## src/rtl/tagres_pkg.sv

```systemverilog
package tagres_pkg;
  localparam int RES_W_DEF   = 13;
  localparam int TAG_W_DEF   = 3;
  localparam int DEPTH_DEF   = 32;
  localparam int THR_W_DEF   = 5;

  typedef struct packed {
    logic push;
    logic pop;
  } xfer_t;
endpackage

```

## src/rtl/tagres_pack.sv

```systemverilog
module tagres_pack #(
  parameter int RES_W = 13,
  parameter int TAG_W = 3
) (
  input  logic [RES_W-1:0]       res,
  input  logic [TAG_W-1:0]       iptr,
  input  logic                   mask,
  output logic [RES_W+TAG_W-1:0] word
);
  always_comb begin
    if (mask) word = {{TAG_W{res[RES_W-1]}}, res};
    else      word = {iptr, res};
  end
endmodule

```

## src/rtl/tagres_mem.sv

```systemverilog
module tagres_mem #(
  parameter int W     = 16,
  parameter int DEPTH = 32,
  parameter int AW    = 5
) (
  input  logic          clk,
  input  logic          rst,
  input  logic          we,
  input  logic [AW-1:0] waddr,
  input  logic [W-1:0]  wdata,
  input  logic          re,
  input  logic [AW-1:0] raddr,
  output logic [W-1:0]  rdata
);
  logic [W-1:0] store [DEPTH];

  always_ff @(posedge clk) begin
    if (we) store[waddr] <= wdata;
  end

  always_ff @(posedge clk) begin
    if (rst)     rdata <= '0;
    else if (re) rdata <= store[raddr];
  end
endmodule

```

## src/rtl/tagres_ctrl.sv

```systemverilog
module tagres_ctrl
  import tagres_pkg::*;
#(
  parameter int DEPTH = 32,
  parameter int THR_W = 5,
  parameter int AW    = 5,
  parameter int CW    = 6
) (
  input  logic             clk,
  input  logic             rst,
  input  logic             push_req,
  input  logic             pop_req,
  input  logic [THR_W-1:0] thr_level,
  output xfer_t            xfer,
  output logic [AW-1:0]    wptr,
  output logic [AW-1:0]    rptr,
  output logic [CW-1:0]    count,
  output logic             empty,
  output logic             full,
  output logic             thr_hit,
  output logic             ovf
);
  logic [CW-1:0] cnt_nxt;

  function automatic logic [AW-1:0] bump(input logic [AW-1:0] p);
    return (p == AW'(DEPTH - 1)) ? '0 : p + 1'b1;
  endfunction

  always_comb begin
    xfer.pop  = pop_req && !empty;
    xfer.push = push_req && (!full || xfer.pop);
    cnt_nxt   = count + CW'(xfer.push) - CW'(xfer.pop);
  end

  always_ff @(posedge clk) begin
    if (rst) begin
      wptr    <= '0;
      rptr    <= '0;
      count   <= '0;
      empty   <= 1'b1;
      full    <= 1'b0;
      thr_hit <= 1'b0;
      ovf     <= 1'b0;
    end else begin
      if (xfer.push) wptr <= bump(wptr);
      if (xfer.pop)  rptr <= bump(rptr);
      count   <= cnt_nxt;
      empty   <= (cnt_nxt == '0);
      full    <= (cnt_nxt == CW'(DEPTH));
      thr_hit <= (thr_level != '0) && (cnt_nxt == CW'(thr_level));
      if (push_req && !xfer.push) ovf <= 1'b1;
    end
  end
endmodule

```

## src/rtl/tagres_fifo.sv

```systemverilog
module tagres_fifo
  import tagres_pkg::*;
#(
  parameter int RES_W = RES_W_DEF,
  parameter int TAG_W = TAG_W_DEF,
  parameter int DEPTH = DEPTH_DEF,
  parameter int THR_W = THR_W_DEF,
  localparam int WORD_W = RES_W + TAG_W,
  localparam int AW     = $clog2(DEPTH),
  localparam int CW     = $clog2(DEPTH + 1)
) (
  input  logic              clk,
  input  logic              rst,
  input  logic              in_valid,
  input  logic [RES_W-1:0]  in_result,
  input  logic [TAG_W-1:0]  in_iptr,
  input  logic              tag_mask,
  input  logic [THR_W-1:0]  thr_level,
  input  logic              rd_pop,
  output logic [WORD_W-1:0] rd_data,
  output logic [CW-1:0]     fill_count,
  output logic              empty,
  output logic              full,
  output logic              thr_hit,
  output logic              ovf_flag
);
  xfer_t             xfer;
  logic [AW-1:0]     wptr, rptr;
  logic [WORD_W-1:0] wword;

  tagres_pack #(.RES_W(RES_W), .TAG_W(TAG_W)) u_pack (
    .res(in_result), .iptr(in_iptr), .mask(tag_mask), .word(wword)
  );

  tagres_ctrl #(.DEPTH(DEPTH), .THR_W(THR_W), .AW(AW), .CW(CW)) u_ctrl (
    .clk(clk), .rst(rst), .push_req(in_valid), .pop_req(rd_pop),
    .thr_level(thr_level), .xfer(xfer), .wptr(wptr), .rptr(rptr),
    .count(fill_count), .empty(empty), .full(full),
    .thr_hit(thr_hit), .ovf(ovf_flag)
  );

  tagres_mem #(.W(WORD_W), .DEPTH(DEPTH), .AW(AW)) u_mem (
    .clk(clk), .rst(rst), .we(xfer.push), .waddr(wptr), .wdata(wword),
    .re(xfer.pop), .raddr(rptr), .rdata(rd_data)
  );
endmodule

```

## config.mk

```make
export PLATFORM = sky130hd
export DESIGN_NAME = tagres_fifo
export DESIGN_NICKNAME = d
export VERILOG_FILES = /design/src/rtl/tagres_pkg.sv /design/src/rtl/tagres_pack.sv /design/src/rtl/tagres_mem.sv /design/src/rtl/tagres_ctrl.sv /design/src/rtl/tagres_fifo.sv
export SDC_FILE = /design/constraint.sdc
export NUM_CORES = 1
export LEC_CHECK = 0
export ABC_AREA = 0
export BUFFER_PORTS_ARGS = -buffer_cell sky130_fd_sc_hd__buf_2
export CAP_MARGIN = 0
export CORE_UTILIZATION = 35
export CTS_CLUSTER_DIAMETER = 100
export DETAILED_ROUTE_END_ITERATION = 12
export HOLD_SLACK_MARGIN = 0.03
export PLACE_DENSITY_LB_ADDON = 0.3
export SLEW_MARGIN = 25
export SYNTH_ARGS = -nofsm -noshare
export SYNTH_HDL_FRONTEND = slang
export SYNTH_HIERARCHICAL = 1
export SYNTH_SLANG_ARGS = --single-unit
```

## constraint.sdc

```tcl
create_clock -name clk -period 3.3 [get_ports clk]
set_input_delay 0.495 -clock clk [delete_from_list [all_inputs] [get_ports clk]]
set_output_delay 0.495 -clock clk [all_outputs]
set_load 0.05 [all_outputs]
```

# --- Word-level counts from Yosys, hierarchy flattened ---
# Memories as Yosys holds them, arrays and structs flattened. A register that Yosys moved wholly into a read port is not among the register bits.
# Cells that the tools add are included.
op_classes:
  n_lt_le_gt_ge: 0
  div: 0
  eq_ne: 4
  muxes: 5
  n_mul: 0
  shifts: 0
  n_bitwise: 0
  n_reduce_logical: 10
  n_addsub: 4
op_table:
  columns: ["cell", "count"]
  rows:
  - ["16-bit two-way mux", 1]
  - ["5-bit by 1-bit adder with 5-bit output, second input constant", 2]
  - ["5-bit equality test, second input constant", 2]
  - ["5-bit two-way mux", 2]
  - ["6-bit by 1-bit adder with 6-bit output", 1]
  - ["6-bit by 5-bit equality test with 1-bit output", 1]
  - ["6-bit equality test, second input constant", 1]
  - ["6-bit zero test", 1]
  - ["6-bit by 1-bit subtractor with 6-bit output", 1]
  - ["5-bit nonzero test", 1]
  - ["1-bit logical AND", 4]
  - ["1-bit zero test", 3]
  - ["1-bit two-way mux", 2]
  - ["1-bit logical OR", 1]
word_totals:
  inputBits: 26
  latch_bits: 0
  out_inout_bits: 26
  mem_bits_rw: 512
  mem_bits_ro: 0
  reg_bits: 20
  mem_count: 1
  elab_cells: 31
mem_list:
  columns: ["memory", "depth", "word_bits", "rd", "rd_ports_with_merged_regs", "write_ports", "line_no", "text"]
  rows:
  - ["u_mem.store", 32, 16, 1, 1, 1, "tagres_mem.sv:15", "logic [W-1:0] store [DEPTH];"]

# --- Depth between registers and ports, before layout ---
logic_depth:
  ltp_word: 8
  depth_mapped: 13

# --- Hierarchy ---
# Netlist, hierarchy kept.
by_module_without_submodules:
  columns: ["mod", "n_inst", "area_per_inst_um2", "cells_per_inst"]
  rows:
  - ["tagres_mem", 1, 20538.4, 1146]
  - ["tagres_ctrl", 1, 1059.8, 119]
  - ["tagres_pack", 1, 131.4, 16]

# --- Worst setup path before layout ---
# No wires, ideal clock.
synth_timing:
  kind: "register -> register"
  start: "reg u_ctrl.empty"
  end: "reg u_ctrl.thr_hit"
  stages_incl_launch_ff: 12
  t_required_ps: 3213
  setup_slack_ps: 233
  setup_time_ps: 87
  arrival_ps: 2979
  cell_sequence: "dfxtp_1 -> nand2b_1 -> buf_2 -> inv_2 -> o21ai_2 -> inv_1 -> ha_1 -> inv_1 -> fa_1 -> xnor2_1 -> or4_1 -> nor4b_2"
synth_lines:
  columns: ["item", "line_no", "text"]
  rows:
  - ["from (decl)", "tagres_ctrl.sv:18", "output logic empty,"]
  - ["from (signal assigned)", "tagres_ctrl.sv:48", "empty <= (cnt_nxt == '0);"]
  - ["to (signal assigned)", "tagres_ctrl.sv:50", "thr_hit <= (thr_level != '0) && (cnt_nxt == CW'(thr_level));"]
  - ["to (decl)", "tagres_ctrl.sv:20", "output logic thr_hit,"]

==> results summary <==
The share of power burned in the clock network came out at 0.386. The width of the die came out at around 250 um. The startpoint identified for the worst register-to-register timing path is u_ctrl/empty. In this run the power density over the cells is between 600 and 700 mW/mm2. The average cell area after synthesis came out at 17.0 um2. The destination of the worst register-to-register timing path is u_ctrl/thr_hit.

For this block, the routed nets add up to between 50 and 60 mm of wire. For this run, the total global-route usage over all layers was measured as 0.160. The instance area at placement came out at ~0.023 mm2. The number of nets still failing antenna checks after routing is 0. The Yosys step of the flow raised 6 warnings. Routability-driven placement finished with a final weighted congestion of roughly 0.75.

The count of pins over their slew limit is 0. The routed wirelength normalized by instance count is roughly 23 um. The mean number of vias per cell came out at between 5 and 6. The type of the setup path with the least slack is register to register. The total of buffers placed on input and output ports came out at approximately 50. The worst setup path is captured at a register. The quantity of hold-fixing buffers added after cts came out at 0. The clock skew after layout came out at ~0.018 ns.

The relative contribution of combinational cells to total power is 0.117. The number of max-cap violations is 0. The gate count of the mapped netlist is 1281. The number of buffers on the longest clock path is 3. Row generation in the floorplan step produced 90 rows.

In the synthesized netlist the dominant register cell turns out to be edfxtp_1. The final number of setup-violating endpoints is 0. The count of cells along the worst register-to-register path came out at 12. Setup repair after global routing left no endpoint under its margin. From bottom edge to top edge, the die measures between 200 and 300 um. Internal power comes to roughly 12000 uW. The number of synthesized register bits came out at ~550.

The top fanout value on the critical path came out at 4. CTS placed an instance of clkbuf_16 at the clock tree root. Final hold analysis gives a worst-case slack of about 0.18 ns. The worst hold path class is input pin to register. TritonCTS created 56 clock buffers. Counting flops with an async set or reset pin after synthesis yields a share of 0. The number of synthesized flops with an enable pin is around 500.

The post-CTS setup-driven buffer insertion count is 0. The wire length of the first global-routing pass came out at between 70 and 80 mm. STA puts the critical path data required time at approximately 3.8 ns.

The worst-case vdd ir drop is between 0.5 and 0.6 mV. The post-layout utilization of the core came out at 0.409. The post-route non-filler standard cell count is roughly 2200. The reg-to-reg setup timing slack is about 0.65 ns. The routed via count came out at ~11000. The H-tree was split into 2 levels. The count of placed standard cells including taps came out at 2087.

Measured against its own limit, the worst slew margin works out to 0.445. The placed wire-length estimate came out at 29.5 mm. The worst path in the final design needs a cycle of approximately 2.7 ns, including I/O delays and setup. The CTS tree is yes. The total core area is 0.0608 mm2.

The overflow left after global routing came out at 0. The share of total power in sequential cells is 0.497. The maximum operating frequency is approximately 380 MHz.

The number of cells upsized or downsized after cts is 0. 52 I/O pins were placed. The transition at the pin with the smallest max-transition slack is 0.832 ns.

The post-synthesis sequential area ratio came out at 0.741. After routing, the total negative slack on setup checks comes to 0 ns. The analysis attributes to cell leakage a power of 0.00783 uW.

The layout cell share with drive strength beyond 1 came out at 0.167. The cell with the most instances after synthesis is edfxtp_1. The pin count of the biggest net entering global routing came out at 65.

The finished cells cover 0.0248 mm2. The share of the clock period used by the worst path came out at 0.804. The post-synth net total came out at 1318.

In this run the worst setup path terminates at u_ctrl/thr_hit. The detailed-route DRC error count came out at 0. The number of sinks handled by clock tree synthesis came out at approximately 550. The clock reaches the later pin of the worst-skew pair after 0.61 ns.

The final net count is between 1000 and 1500. The floorplan step defined a die boundary enclosing approximately 0.063 mm2. The number of global-route vias before repair is approximately 11000. The clock-pin transition on the worst setup and hold timing paths is 0.06 ns. Data arrives at the worst endpoint at between 3 and 4 ns. The netlist uses 47 different library cells. The startpoint type of the worst setup path is a register.

The synthesized netlist occupies a cell area of about 0.022 mm2. Of the post-synthesis cell area, the dominant cell type holds 0.708. The initial antenna violation count is 0. For this run, the detailed router's first-pass iteration total came to 5. Summed over all nets, the switching power comes to roughly 3800 uW. Sorting the synthesized cells by area gives the leading types as edfxtp_1 71%, mux2i_1 12%, a22oi_1 4.4%, dfxtp_1 3.3%, a21oi_1 1.7%. The commonest cells after synthesis are 512 x edfxtp_1, 259 x mux2i_1, 128 x a22oi_1.

The switching share of power came out at 0.242. For this configuration, the core starts out at a cell density of 0.357. The number of DRC markers after the initial detailed-route iteration came out at 907. Tracing the worst setup path back leads to its startpoint at u_ctrl/empty. Fill cells in the final layout number approximately 5500.

The growth of design area from synthesis to finish came out at 14.4%. The biggest area consumer among synthesized cells is edfxtp_1. The final-report hold violation count is 0.

The run finished with clean final reports.
cell type report:
type                    instances  area, um2  share of cell area
repair buffers                109        803              0.0323
clock buffers                  76       1550              0.0623
multi-input cells             637       5150               0.207
diodes                          2       5.00            0.000201
inverters                      11       41.3             0.00166
flip-flops and latches        548      16100               0.648
well taps                     782        978              0.0394
clock inverters                30        224             0.00901
sequential cells by signal, summed over array words and instances (netlist names):
name            count
u_ctrl/thr_hit      1
u_ctrl/ovf          1
u_mem/store       512
u_ctrl/full         1
u_ctrl/wptr         5
u_ctrl/count        6
u_ctrl/empty        1
u_ctrl/rptr         5
u_mem/rdata        16
per-stage QoR:
stage               total power (uW)  worst slack [ns]
floorplan                       9400             0.233
global placement                9790             0.445
detailed placement              9820             0.390
CTS                            15900             0.649
global route                   16300             0.487
finish                         15700             0.647
cells in the final DEF, fill, tap and decap left out, drive strengths merged, types with 2 or more instances in the layout:
| cell | count |
|---|---|
| nand4 | 2 |
| mux2 | 3 |
| mux2i | 259 |
| nand3 | 5 |
| clkbuf | 76 |
| xor2 | 3 |
| o21ai | 5 |
| diode | 2 |
| a211oi | 16 |
| a22oi | 128 |
| or4 | 18 |
| nand2b | 3 |
| buf | 109 |
| clkinv | 23 |
| bufinv | 3 |
| ha | 10 |
| nand3b | 5 |
| a31oi | 3 |
| inv | 14 |
| nor2b | 3 |
| nor4b | 3 |
| or3b | 3 |
| a21oi | 75 |
| edfxtp | 512 |
| and3 | 2 |
| nor2 | 65 |
| dfxtp | 36 |
| xnor2 | 6 |
| nand2 | 7 |
| nor3 | 3 |
how the worst min path moves through the flow:
| stage | startpoint | to | slack, ns | cells after the start |
|---|---|---|---|---|
| after floorplan | u_ctrl/rptr[4] | u_ctrl/rptr[4] | 0.48 | 2 |
| after global placement | u_ctrl/ovf | u_ctrl/ovf | 0.46 | 2 |
| after detailed placement | u_mem/rdata[2] | u_mem/rdata[2] | 0.48 | 2 |
| after CTS | in_valid | u_ctrl/ovf | 0.15 | 3 |
| after global routing | in_valid | u_ctrl/ovf | 0.18 | 3 |
| final | in_valid | u_ctrl/ovf | 0.18 | 3 |
critical path, stage by stage, from the launching register on:
cell and delay (ns):
dfxtp_1 0.31, nand2b_1 0.14, inv_2 0.06, ha_1 0.28, inv_1 0.06, ha_1 0.16
inv_1 0.05, fa_1 0.42, or2b_1 0.25, a21oi_1 0.16, xnor2_1 0.24, mux2i_1 0.15
nor4b_2 0.28
cell families (layout without fill, tap and decap cells):
kind of cell	after synthesis	in the layout	synth area share
flip-flops	548	548	0.741
multiplexers	262	262	0.121
AO/OA/AOI/OAI	229	229	0.0712
AND/OR/NAND/NOR	126	126	0.0302
buffers and inverters	96	226	0.0264
adder cells (fa/ha/maj)	11	11	0.00668
XOR/XNOR	9	9	0.00397
other	0	2	0
power by group through the flow:
stage                     registers (uW)  logic (uW)  clock network (uW)
after CTS                           7820        1860                6200
after detailed placement            7970        1850                   0
after floorplan                     8150        1250                   0
final                               7820        1850                6070
after global placement              7970        1820                   0
after global routing                7830        2010                6430
layer usage:
layer	vias up	GRT usage	share of wire
li1	5232	-	-
met4	0	0.0463	0.020
met2	284	0.258	0.47
met5	-	0	0
met1	5922	0.226	0.46
met3	59	0.0233	0.053
Power figures use the tool's default switching activity.
